[src/rtl/fr_pkg.sv]
package fr_pkg;
  typedef enum logic [2:0] {
    PH_IDLE = 3'd0,
    PH_T1   = 3'd1,
    PH_T2   = 3'd2,
    PH_T3   = 3'd3,
    PH_T4   = 3'd4
  } fr_phase_e;

  function automatic logic is_read_half(input fr_phase_e p);
    return (p == PH_T1) || (p == PH_T2);
  endfunction

  function automatic logic is_rfsh_half(input fr_phase_e p);
    return (p == PH_T3) || (p == PH_T4);
  endfunction
endpackage

[src/rtl/fr_phase_ctrl.sv]
module fr_phase_ctrl
  import fr_pkg::*;
(
  input  logic      clk,
  input  logic      rst_n,
  input  logic      fetch_start,
  output fr_phase_e phase,
  output logic      start_ok,
  output logic      end_cyc
);
  fr_phase_e phase_q, phase_d;

  always_comb begin
    phase_d = phase_q;
    unique case (phase_q)
      PH_IDLE: if (fetch_start) phase_d = PH_T1;
      PH_T1:   phase_d = PH_T2;
      PH_T2:   phase_d = PH_T3;
      PH_T3:   phase_d = PH_T4;
      PH_T4:   phase_d = PH_IDLE;
      default: phase_d = PH_IDLE;
    endcase
  end

  always_ff @(posedge clk) begin
    if (!rst_n) phase_q <= PH_IDLE;
    else        phase_q <= phase_d;
  end

  assign phase    = phase_q;
  assign start_ok = fetch_start && (phase_q == PH_IDLE);
  assign end_cyc  = (phase_q == PH_T4);


  busy_start_ignored_chk: assert property (@(posedge clk) disable iff (!rst_n)
    (phase_q != PH_IDLE) |=> (phase_q != PH_T1));


  done_single_chk: assert property (@(posedge clk) disable iff (!rst_n)
    end_cyc |=> !end_cyc);


  start_enters_chk: assert property (@(posedge clk) disable iff (!rst_n)
    start_ok |=> (phase_q == PH_T1));
endmodule

[src/rtl/fr_row_counter.sv]
module fr_row_counter #(
  parameter int ROW_W = 8
) (
  input  logic             clk,
  input  logic             rst_n,
  input  logic             adv,
  output logic [ROW_W-1:0] row
);
  localparam logic [ROW_W-1:0] ROW_ONE = ROW_W'(1);

  function automatic logic [ROW_W-1:0] step_row(input logic [ROW_W-1:0] r);
    return r + ROW_ONE;
  endfunction

  logic [ROW_W-1:0] row_q;

  always_ff @(posedge clk) begin
    if (!rst_n)   row_q <= '0;
    else if (adv) row_q <= step_row(row_q);
  end

  assign row = row_q;


  row_step_chk: assert property (@(posedge clk) disable iff (!rst_n)
    adv |=> (row_q == $past(row_q) + ROW_ONE));


  row_hold_chk: assert property (@(posedge clk) disable iff (!rst_n)
    !adv |=> $stable(row_q));
endmodule

[src/rtl/fr_bus_mux.sv]
module fr_bus_mux
  import fr_pkg::*;
#(
  parameter int ADDR_W = 16,
  parameter int ROW_W  = 8
) (
  input  logic              clk,
  input  logic              rst_n,
  input  fr_phase_e         phase,
  input  logic              start_ok,
  input  logic [ADDR_W-1:0] pc_addr,
  input  logic [ROW_W-1:0]  row,
  output logic [ADDR_W-1:0] addr_bus,
  output logic              mem_req,
  output logic              rd_strobe,
  output logic              rfsh_strobe
);
  localparam int HI_W = ADDR_W - ROW_W;

  logic [ADDR_W-1:0] pc_q;
  logic              rd_half, rf_half;

  always_ff @(posedge clk) begin
    if (!rst_n)        pc_q <= '0;
    else if (start_ok) pc_q <= pc_addr;
  end

  assign rd_half = is_read_half(phase);
  assign rf_half = is_rfsh_half(phase);

  always_comb begin
    addr_bus = '0;
    if (rd_half)      addr_bus = pc_q;
    else if (rf_half) addr_bus = {{HI_W{1'b0}}, row};
  end

  assign mem_req     = rd_half || rf_half;
  assign rd_strobe   = rd_half;
  assign rfsh_strobe = rf_half;


  strobe_excl_chk: assert property (@(posedge clk) disable iff (!rst_n)
    !(rd_strobe && rfsh_strobe));


  rfsh_addr_chk: assert property (@(posedge clk) disable iff (!rst_n)
    rfsh_strobe |-> (addr_bus[ADDR_W-1:ROW_W] == '0) && (addr_bus[ROW_W-1:0] == row) && mem_req);


  pc_hold_chk: assert property (@(posedge clk) disable iff (!rst_n)
    (phase == PH_T1) |=> $stable(addr_bus));
endmodule

[src/rtl/fetch_refresh_seq.sv]
module fetch_refresh_seq
  import fr_pkg::*;
#(
  parameter int ADDR_W = 16,
  parameter int ROW_W  = 8
) (
  input  logic              clk,
  input  logic              rst_n,
  input  logic              fetch_start,
  input  logic [ADDR_W-1:0] pc_addr,
  output logic [ADDR_W-1:0] addr_bus,
  output logic              mem_req,
  output logic              rd_strobe,
  output logic              rfsh_strobe,
  output logic              cycle_done
);
  fr_phase_e        phase;
  logic             start_ok;
  logic             end_cyc;
  logic [ROW_W-1:0] row;

  fr_phase_ctrl u_ctrl (
    .clk         (clk),
    .rst_n       (rst_n),
    .fetch_start (fetch_start),
    .phase       (phase),
    .start_ok    (start_ok),
    .end_cyc     (end_cyc)
  );

  fr_row_counter #(.ROW_W(ROW_W)) u_row (
    .clk   (clk),
    .rst_n (rst_n),
    .adv   (end_cyc),
    .row   (row)
  );

  fr_bus_mux #(.ADDR_W(ADDR_W), .ROW_W(ROW_W)) u_mux (
    .clk         (clk),
    .rst_n       (rst_n),
    .phase       (phase),
    .start_ok    (start_ok),
    .pc_addr     (pc_addr),
    .row         (row),
    .addr_bus    (addr_bus),
    .mem_req     (mem_req),
    .rd_strobe   (rd_strobe),
    .rfsh_strobe (rfsh_strobe)
  );

  assign cycle_done = end_cyc;


  done_in_rfsh_chk: assert property (@(posedge clk) disable iff (!rst_n)
    cycle_done |-> rfsh_strobe);
endmodule

[config.mk]
export PLATFORM = sky130hd
export DESIGN_NAME = fetch_refresh_seq
export DESIGN_NICKNAME = d
export VERILOG_FILES = /design/src/rtl/fr_pkg.sv /design/src/rtl/fr_phase_ctrl.sv /design/src/rtl/fr_row_counter.sv /design/src/rtl/fr_bus_mux.sv /design/src/rtl/fetch_refresh_seq.sv
export SDC_FILE = /design/constraint.sdc
export NUM_CORES = 1
export LEC_CHECK = 0
export BUFFER_PORTS_ARGS = -buffer_cell sky130_fd_sc_hd__buf_2
export CORE_MARGIN = 5
export CORE_UTILIZATION = 45
export DETAILED_ROUTE_END_ITERATION = 6
export PLACE_DENSITY = 0.68
export RECOVER_POWER = 50
export SLEW_MARGIN = 10
export SYNTH_ARGS = -nofsm -noshare
export SYNTH_HDL_FRONTEND = slang
export SYNTH_SLANG_ARGS = --single-unit
[constraint.sdc]
create_clock -name clk -period 2.45 [get_ports clk]
set_clock_uncertainty 0.1 [all_clocks]
set_input_delay 0.245 -clock clk [delete_from_list [all_inputs] [get_ports clk]]
set_output_delay 0.245 -clock clk [all_outputs]
set_load 0.02 [all_outputs]
==> results of run 1 <==
==> sequential cells by signal (all words and copies together) (netlist names) <==
register	count
u_mux.pc_q	16
u_row.row	8
u_ctrl.phase	3
==> final timing paths <==
path	start	endpoint	slack (ns)	cells past startpoint
worst max register to register	u_ctrl.phase[2]	u_row.row[7]	0.64	3
worst min-delay path	pc_addr[12]	u_mux.pc_q[12]	0.02	3
worst min register to register	u_mux.pc_q[12]	u_mux.pc_q[12]	0.36	2
worst max-delay path	u_ctrl.phase[2]	addr_bus[4]	0.22	4
==> power groups by stage <==
stage	clock, mW	combinational, mW	sequential [mW]
after floorplan	0	0.119	0.487
after global placement	0	0.180	0.491
after detailed placement	0	0.183	0.493
after CTS	0.209	0.183	0.483
after global routing	0.227	0.200	0.488
final	0.202	0.180	0.483
==> layout make-up <==
| class | instances | area [um^2] |
|---|---|---|
| clock buffer | 3 | 22.5 |
| tap | 30 | 37.5 |
| fill | 252 | 1070 |
| sequential | 27 | 541 |
| multi-input combinational | 106 | 601 |
| clock inverter | 1 | 7.51 |
| inverter | 2 | 7.51 |
| timing repair buffer | 41 | 213 |
==> cell families after synthesis <==
logic type / after synthesis / synth area share, %
AOI/OAI and AO/OA: 31 / 16.3
xor gates and xnor gates: 3 / 2.21
adders and majority gates: 1 / 1.05
buffers and inverters: 10 / 4.21
DFF: 27 / 45.5
muxes: 3 / 2.53
and+or+nand+nor: 68 / 28.2
==> cells in the mapped netlist (2+ instances only) <==
cell type  number  area [um^2]
nand2_1        36          135
dfxtp_1        27          541
a21oi_1        19         95.1
a22o_1          8         70.1
and2_1          8         50.1
nor2_1          6         22.5
clkbuf_1        5         18.8
mux2i_1         3         30.0
nand2b_1        3         18.8
nand3_1         3         15.0
inv_1           2         7.51
nor3_1          2         10.0
o31ai_1         2         15.0
or4_1           2         15.0
xnor2_1         2         17.5
==> tightest hold or removal path, delay by kind of cell <==
| family | cells | cell delay, ns |
|---|---|---|
| buf+inv | 1 | 0.09 |
| simple gates | 1 | 0.04 |
| compound gates | 1 | 0.05 |
==> per-layer routing <==
| metal | vias up | GRT usage [%] |
|---|---|---|
| met5 | - | 0 |
| met4 | 0 | 7.27 |
| met3 | 6 | 3.14 |
| met2 | 27 | 24.8 |
| met1 | 484 | 20.6 |
| li1 | 565 | - |
==> results.json, run 1 <==
{
  "drc": 0,
  "critPathMaxStageDelay_ns": 0.49,
  "ios": 39,
  "postPlaceCellArea_um2": 1400,
  "fin_crit_sh_pct": 91.2,
  "worstSetupPathType": "flop to output port",
  "place_ws_ns": 0.497,
  "ys_seq_area_share_pct": 45.5,
  "numPortBuffers": 38,
  "synth.distinct_cells": 30,
  "ys_ff_latch": 27,
  "crit_path_top_delay_cell": "dfxtp_1",
  "firstDrtPassIters": 4,
  "seqPwrFrac_pct": 55.8,
  "cp_top_family": "flip-flops",
  "placed_cells": 206,
  "dr.first_iter.drc_count": 21,
  "vdd_drop_max_v": 0.000450,
  "wirelength_mm": 2.68,
  "root_buffer": "clkbuf_4",
  "viasPerCell": 5.15,
  "cp.arrival_ns": 1.89,
  "design_area_um2": 1430,
  "vias": 1082,
  "htreeDepth": 1,
  "powerDensity_nw_per_um2": 606,
  "crit_path_start_kind": "flop",
  "antenna_found_initial": 0,
  "period_needed_ns": 2.23,
  "clock_sinks": 27,
  "sw_frac_of_total_pct": 30.9,
  "die_width_um": 61.4,
  "switchingPower_mw": 0.267,
  "post-cts-setup-buffers": 0,
  "cts_resized": 0,
  "p_leak_nw": 0.662,
  "async_flop_share_pct": 0,
  "highest_layer": "met4",
  "finalSetupTns_ns": 0,
  "yosys_warnings": 0,
  "wl_met1_mm": 1.20,
  "cts_tree": "built",
  "rsz0062_at_grt": "no",
  "final_layout_size_suffix_gt1_share_pct": 27.8,
  "wl_met3_um": 165,
  "path_max_fanout": 10,
  "critPathBufInv": 1,
  "overflow": 0,
  "cp.required_ns": 2.11,
  "dieArea_um2": 3770,
  "syn_to_final_growth_pct": 20.2,
  "combPwrFrac_pct": 20.8,
  "path_clk_slew_ns": 0.15,
  "fin_cells": 210,
  "grt_pass1_vias": 1040,
  "diodes": 0,
  "min_path_type": "input pin to flop",
  "grt_pass1_wl_mm": 4.44,
  "final_cell_mix": "38 x buf_2, 36 x nand2_1, 27 x dfxtp_1, 19 x a21oi_1",
  "synth_fp_nets": 163,
  "ant_nets": 0,
  "worst_pin_slew_ns": 0.670,
  "num_rows": 18,
  "cts_buffer_depth": 2,
  "holdBufCountCts": 0,
  "wl_met2_mm": 1.26,
  "finalSetupViolCount": 0,
  "status": "completed",
  "max_freq_mhz": 447,
  "worstPathCellList": "or3b_4, o21ai_2, a22o_1, buf_2",
  "grt_use_total_pct": 15.7,
  "synth_area_um2": 1190,
  "total_power_mw": 0.865,
  "final_common_cell": "buf_2",
  "syn_avg_cell_area_um2": 8.31,
  "relSlewSlack_pct": 55.3,
  "core_area_um2": 2500,
  "wl_per_cell_um": 12.8,
  "timing.hold.ws_ns": 0.0236,
  "clock_power_share_pct": 23.4,
  "ys.flop_type": "dfxtp_1",
  "start_util_pct": 47.5,
  "grt_max_degree": 24,
  "clk_latency_ns": 0.33,
  "die_y_um": 61.4,
  "syn_inst": 143,
  "end_kind": "output port",
  "final_util_pct": 57.2,
  "cts_made_buffers": 3,
  "cap_violations": 0,
  "gp_congestion": 0.823,
  "setup_ws_ns": 0.215,
  "dp_hpwl_mm": 2.01,
  "intPower_mw": 0.598,
  "final_nets": 201,
  "maxSlewViolCount": 0,
  "synth-edff-count": 0,
  "hold_violations": 0
}
No activity file was read; power rests on OpenSTA's default activity.
==> inputs of run 2 (changes only) <==
--- a/config.mk
+++ b/config.mk
@@ -5,11 +5,12 @@
 export SDC_FILE = /design/constraint.sdc
 export NUM_CORES = 1
 export LEC_CHECK = 0
+export ABC_AREA = 1
 export BUFFER_PORTS_ARGS = -buffer_cell sky130_fd_sc_hd__buf_2
 export CORE_MARGIN = 5
 export CORE_UTILIZATION = 45
 export DETAILED_ROUTE_END_ITERATION = 6
-export PLACE_DENSITY = 0.68
+export PLACE_DENSITY = 0.67
 export RECOVER_POWER = 50
 export SLEW_MARGIN = 10
 export SYNTH_ARGS = -nofsm -noshare
==> results.json, run 2 <==
{
  "regMostFlops": "u_mux.pc_q",
  "grt_pass1_wl_mm": 4.86,
  "worst_pin_slew_ns": 1.02,
  "cp.arrival_ns": 1.69,
  "cap_violations": 0,
  "wl_per_cell_um": 12.5,
  "vias": 1154,
  "overflow": 0,
  "end_kind": "output port",
  "final_layout_size_suffix_gt1_share_pct": 34.3,
  "clock_sinks": 27,
  "relSlewSlack_pct": 32.1,
  "setup_ws_ns": 0.418,
  "grt_use_total_pct": 14.2,
  "synth_top_area_share_pct": 40.6,
  "switchingPower_mw": 0.297,
  "syn_to_final_growth_pct": 10.5,
  "worstSetupPathType": "flop to output port",
  "p_leak_nw": 0.651,
  "htreeDepth": 1,
  "max_freq_mhz": 492,
  "ant_nets": 0,
  "path_max_fanout": 19,
  "finalSetupViolCount": 0,
  "cts_buffer_depth": 2,
  "cts_made_buffers": 3,
  "final_common_cell": "buf_2",
  "final_nets": 219,
  "powerDensity_nw_per_um2": 618,
  "fin_crit_sh_pct": 82.9,
  "ys_seq_area_share_pct": 40.6,
  "design_area_um2": 1470,
  "place_ws_ns": 0.785,
  "vdd_drop_max_v": 0.000258,
  "total_power_mw": 0.909,
  "crit_path_start_kind": "flop",
  "numPortBuffers": 38,
  "clock_power_share_pct": 20.6,
  "rsz0062_at_grt": "no",
  "period_needed_ns": 2.03,
  "yosysMostFrequentCell": "dfxtp_1",
  "ys_top_cells_by_count": "27 x dfxtp_1, 24 x inv_1, 20 x nor2_1",
  "synth.distinct_cells": 24,
  "largest_reg_flops": 16,
  "final_cell_mix": "37 x buf_2, 27 x dfxtp_1, 24 x inv_1, 21 x o21ai_0, 20 x nor2_1",
  "cts_resized": 0,
  "gp_congestion": 0.802,
  "firstDrtPassIters": 4,
  "core_area_um2": 2810,
  "ys.flop_type": "dfxtp_1",
  "diodes": 0,
  "fillers": 302,
  "synth-edff-count": 0,
  "holdBufCountCts": 0,
  "syn_avg_cell_area_um2": 8.21,
  "cp_top_family": "flip-flops",
  "cp.required_ns": 2.11,
  "start_util_pct": 47.4,
  "grt_max_degree": 33,
  "wirelength_mm": 2.86,
  "min_path_type": "input pin to flop",
  "postPlaceCellArea_um2": 1490,
  "dieArea_um2": 4140,
  "timing.hold.ws_ns": 0.0751,
  "root_buffer": "clkbuf_4",
  "cts_tree": "built",
  "critPathBufInv": 2,
  "num_rows": 19,
  "synth_area_um2": 1330,
  "path_clk_slew_ns": 0.14,
  "synth_fp_nets": 182,
  "viasPerCell": 5.04,
  "dr.first_iter.drc_count": 38,
  "synth_largest_area_cell": "dfxtp_1",
  "async_flop_share_pct": 0,
  "seqPwrFrac_pct": 53.8,
  "sw_frac_of_total_pct": 32.7,
  "drc": 0,
  "intPower_mw": 0.612,
  "syn_inst": 162,
  "critPathMaxStageDelay_ns": 0.43,
  "status": "completed",
  "dp_hpwl_mm": 2.14,
  "hold_violations": 0,
  "worstPathCellList": "nor2_4, inv_2, nand3_2, o22ai_1, buf_2",
  "maxSlewViolCount": 0,
  "antenna_found_initial": 0,
  "ios": 39,
  "clk_latency_ns": 0.32,
  "finalSetupTns_ns": 0,
  "combPwrFrac_pct": 25.6,
  "post-cts-setup-buffers": 0,
  "synthTopCellsByArea": "dfxtp_1 41%, o21ai_2 9.9%, a21oi_2 9.2%",
  "die_width_um": 64.4,
  "multi_input_area_um2": 571,
  "crit_path_top_delay_cell": "dfxtp_1",
  "ys_ff_latch": 27,
  "yosys_warnings": 0,
  "seq_area_um2": 541,
  "die_y_um": 64.4,
  "grt_pass1_vias": 1107
}
-- run 2: cell types whose count changed after synthesis, moves of 3 or more --
cell	delta
o22ai_1	+3
nand2_1	-19
a21oi_2	+14
o21ai_0	+9
and2_1	-8
mux2i_1	-3
a22o_1	-8
inv_2	+4
nand2b_1	-3
clkbuf_1	-5
nor2_1	+14
a21oi_1	-12
o21ai_2	+14
inv_1	+22
-- run 2: cell type report --
type                            count  area share, %
Inverter                           28           7.15
Timing Repair Buffer               38           12.9
Clock buffer                        4           1.79
Multi-Input combinational cell    101           38.8
Sequential cell                    27           36.8
Tap cell                           31           2.64
-- run 2: tightest hold or removal path, stage by stage --
cell     delay (ns)
buf_2          0.09
o21ai_2        0.06
a21oi_2        0.08
-- run 2: final timing paths --
check                   from              to  slack, ns  depth (start not counted)
min               pc_addr[9]   u_mux.pc_q[9]       0.08                          3
max          u_ctrl.phase[0]     addr_bus[3]       0.42                          5
min reg2reg   u_mux.pc_q[14]  u_mux.pc_q[14]       0.36                          2
max reg2reg  u_ctrl.phase[0]  u_mux.pc_q[10]       0.46                          4
-- run 2: power by group through the flow --
stage	Combinational [mW]	Sequential [mW]	Clock (mW)
2_1_floorplan	0.206	0.496	0
3_3_place_gp	0.244	0.497	0
3_5_place_dp	0.252	0.499	0
4_1_cts	0.253	0.489	0.197
5_1_grt	0.258	0.492	0.213
6_report	0.233	0.489	0.187
-- run 2: metrics by stage --
stage / utilization (%) / cells
2_1_floorplan: - / 162
3_3_place_gp: 53.3 / 225
3_5_place_dp: 53.3 / 225
4_1_cts: 54.2 / 229
5_1_grt: 52.4 / 229
6_report: 52.4 / 229
-- run 2: kinds of logic (layout without fill, tap and decap cells) --
kind of cell	after synthesis	after routing	share of synthesized area, %
AOI/OAI and AO/OA	50	50	27.3
and+or+nand+nor	50	50	18.3
buffers and inverters	34	70	12.8
DFF	27	27	40.6
adders and majority gates	1	1	0.941
-- run 2: routing by layer --
metal  GRT usage (%)  wire [um]
met1            16.5       1240
met2            25.9       1460
met3            2.80        121
met4            4.75         38
met5               0          0
==> inputs of run 3 (changes only) <==
--- a/config.mk
+++ b/config.mk
@@ -5,12 +5,12 @@
 export SDC_FILE = /design/constraint.sdc
 export NUM_CORES = 1
 export LEC_CHECK = 0
-export ABC_AREA = 1
+export ABC_AREA = 0
 export BUFFER_PORTS_ARGS = -buffer_cell sky130_fd_sc_hd__buf_2
 export CORE_MARGIN = 5
-export CORE_UTILIZATION = 45
+export CORE_UTILIZATION = 44
 export DETAILED_ROUTE_END_ITERATION = 6
-export PLACE_DENSITY = 0.67
+export PLACE_DENSITY = 0.7
 export RECOVER_POWER = 50
 export SLEW_MARGIN = 10
 export SYNTH_ARGS = -nofsm -noshare
==> constraint.sdc (replaced) <==
create_clock -name clk -period 1.82 [get_ports clk]
set_clock_uncertainty 0.1 [all_clocks]
set_input_delay 0.182 -clock clk [delete_from_list [all_inputs] [get_ports clk]]
set_output_delay 0.182 -clock clk [all_outputs]
set_load 0.02 [all_outputs]
==> results.json, run 3 (synthesis gave the netlist of run 1 again) <==
{
  "status": "finished, violations left",
  "violations": "setup timing",
  "worst_pin_slew_ns": 0.342,
  "period_needed_ns": 1.91,
  "max_freq_mhz": 524,
  "crit_path_start_kind": "flop",
  "path_max_fanout": 5,
  "ant_nets": 0,
  "ios": 39,
  "total_power_mw": 1.35,
  "placed_cells": 212,
  "cts_made_buffers": 3,
  "diodes": 0,
  "cp.arrival_ns": 1.63,
  "final_cell_mix": "36 x nand2_1, 24 x dfxtp_1, 21 x buf_6, 19 x buf_2, 18 x a21oi_1",
  "viasPerCell": 5.40,
  "htreeDepth": 1,
  "crit_path_top_delay_cell": "or3b_4",
  "postPlaceCellArea_um2": 1440,
  "rsz0062_at_grt": "yes",
  "design_area_um2": 1930,
  "dp_hpwl_mm": 2.23,
  "wirelength_mm": 3.77,
  "die_width_um": 62.0,
  "grt_pass1_wl_mm": 6.31,
  "worstSetupPathType": "flop to output port",
  "finalSetupViolCount": 13,
  "cts_tree": "built",
  "relSlewSlack_pct": 77.2,
  "maxSlewViolCount": 0,
  "min_path_type": "input pin to flop",
  "start_util_pct": 47.1,
  "fillers": 167,
  "die_y_um": 62.0,
  "firstDrtPassIters": 4,
  "finalSetupTns_ns": -0.618,
  "cts_buffer_depth": 2,
  "fin_cells": 243,
  "numPortBuffers": 38,
  "setup_ws_ns": -0.0883,
  "final_nets": 234,
  "largest_reg_flops": 16,
  "p_leak_nw": 0.854,
  "vdd_drop_max_v": 0.000684,
  "gp_congestion": 0.740,
  "final_layout_size_suffix_gt1_share_pct": 37.6,
  "fin_crit_sh_pct": 105,
  "grt_pass1_vias": 1337,
  "clock_sinks": 27,
  "drc": 0,
  "dieArea_um2": 3840,
  "powerDensity_nw_per_um2": 700,
  "num_rows": 18,
  "final_util_pct": 76.5,
  "root_buffer": "clkbuf_4",
  "vias": 1312,
  "overflow": 0,
  "critPathMaxStageDelay_ns": 0.43,
  "place_ws_ns": 0.0253,
  "final_common_cell": "nand2_1",
  "cp.required_ns": 1.54,
  "wl_per_cell_um": 15.5,
  "syn_to_final_growth_pct": 62.3,
  "hold_violations": 0,
  "dr.first_iter.drc_count": 43,
  "end_kind": "output port",
  "grt_max_degree": 17,
  "core_area_um2": 2520,
  "grt_use_total_pct": 22.2,
  "worstPathCellList": "or3b_4, o21ai_4, a22o_1, buf_6",
  "cap_violations": 0,
  "multi_input_area_um2": 677,
  "timing.hold.ws_ns": 0.0438,
  "regMostFlops": "u_mux.pc_q",
  "antenna_found_initial": 0,
  "clk_latency_ns": 0.34,
  "seq_area_um2": 549,
  "path_clk_slew_ns": 0.15
}
[run 3: changes by cell type in the layout (fill, tap and decap cells not counted), moves of 8 or more]
cell           change
inv_1             -22
a21oi_1           +11
a22o_1             +8
a21oi_2           -13
o21ai_0           -20
and2_4             +8
buf_2             -18
dlygate4sd3_1     +16
nor2_1            -15
buf_4             +16
buf_6             +21
nand2_1           +19
[run 3: power by group]
group	internal, mW	leakage, nW	switching [mW]	total [mW]
clock	0.0862	0.0150	0.184	0.270
sequential	0.625	0.222	0.0271	0.653
combinational	0.224	0.617	0.204	0.428
total	0.936	0.854	0.415	1.35
[run 3: layer usage]
layer / global-route usage, % / routed length [um]
met1: 26.5 / 1550
met2: 40.5 / 1970
met3: 4.13 / 211
met4: 5.45 / 38
met5: 0 / 0
[run 3: final timing paths]
kind              slack [ns]            end  cells past startpoint       startpoint
hold / removal          0.04   u_row.row[4]                      3            rst_n
setup reg to reg       -0.01  u_mux.pc_q[4]                      4  u_ctrl.phase[1]
setup / recovery       -0.09    addr_bus[3]                      4  u_ctrl.phase[1]
hold reg to reg         0.37  u_mux.pc_q[7]                      2    u_mux.pc_q[7]
[run 3: final cells by class]
class                           count  share of cell area, %
Tap cell                           30                   1.95
Clock buffer                        4                   1.36
Multi-Input combinational cell    107                   35.1
Sequential cell                    27                   28.5
Timing Repair Buffer               73                   32.7
Inverter                            2                  0.389
[run 3: repair_timing]
item,in CTS,in global routing
setup buffers,8,1
hold buffers,16,0
hold endpoints to repair,16,0
pin swaps,8,9
gates resized for setup,52,12
cloned,2,0
endpoints found under the setup margin,19,36
[run 3: worst max-delay path, delay by kind of cell (launching register included)]
kind | cells | cell delay (ns)
AND/OR/NAND/NOR | 1 | 0.43
buffers and inverters | 1 | 0.12
AO/OA/AOI/OAI | 2 | 0.33
flip-flops | 1 | 0.40
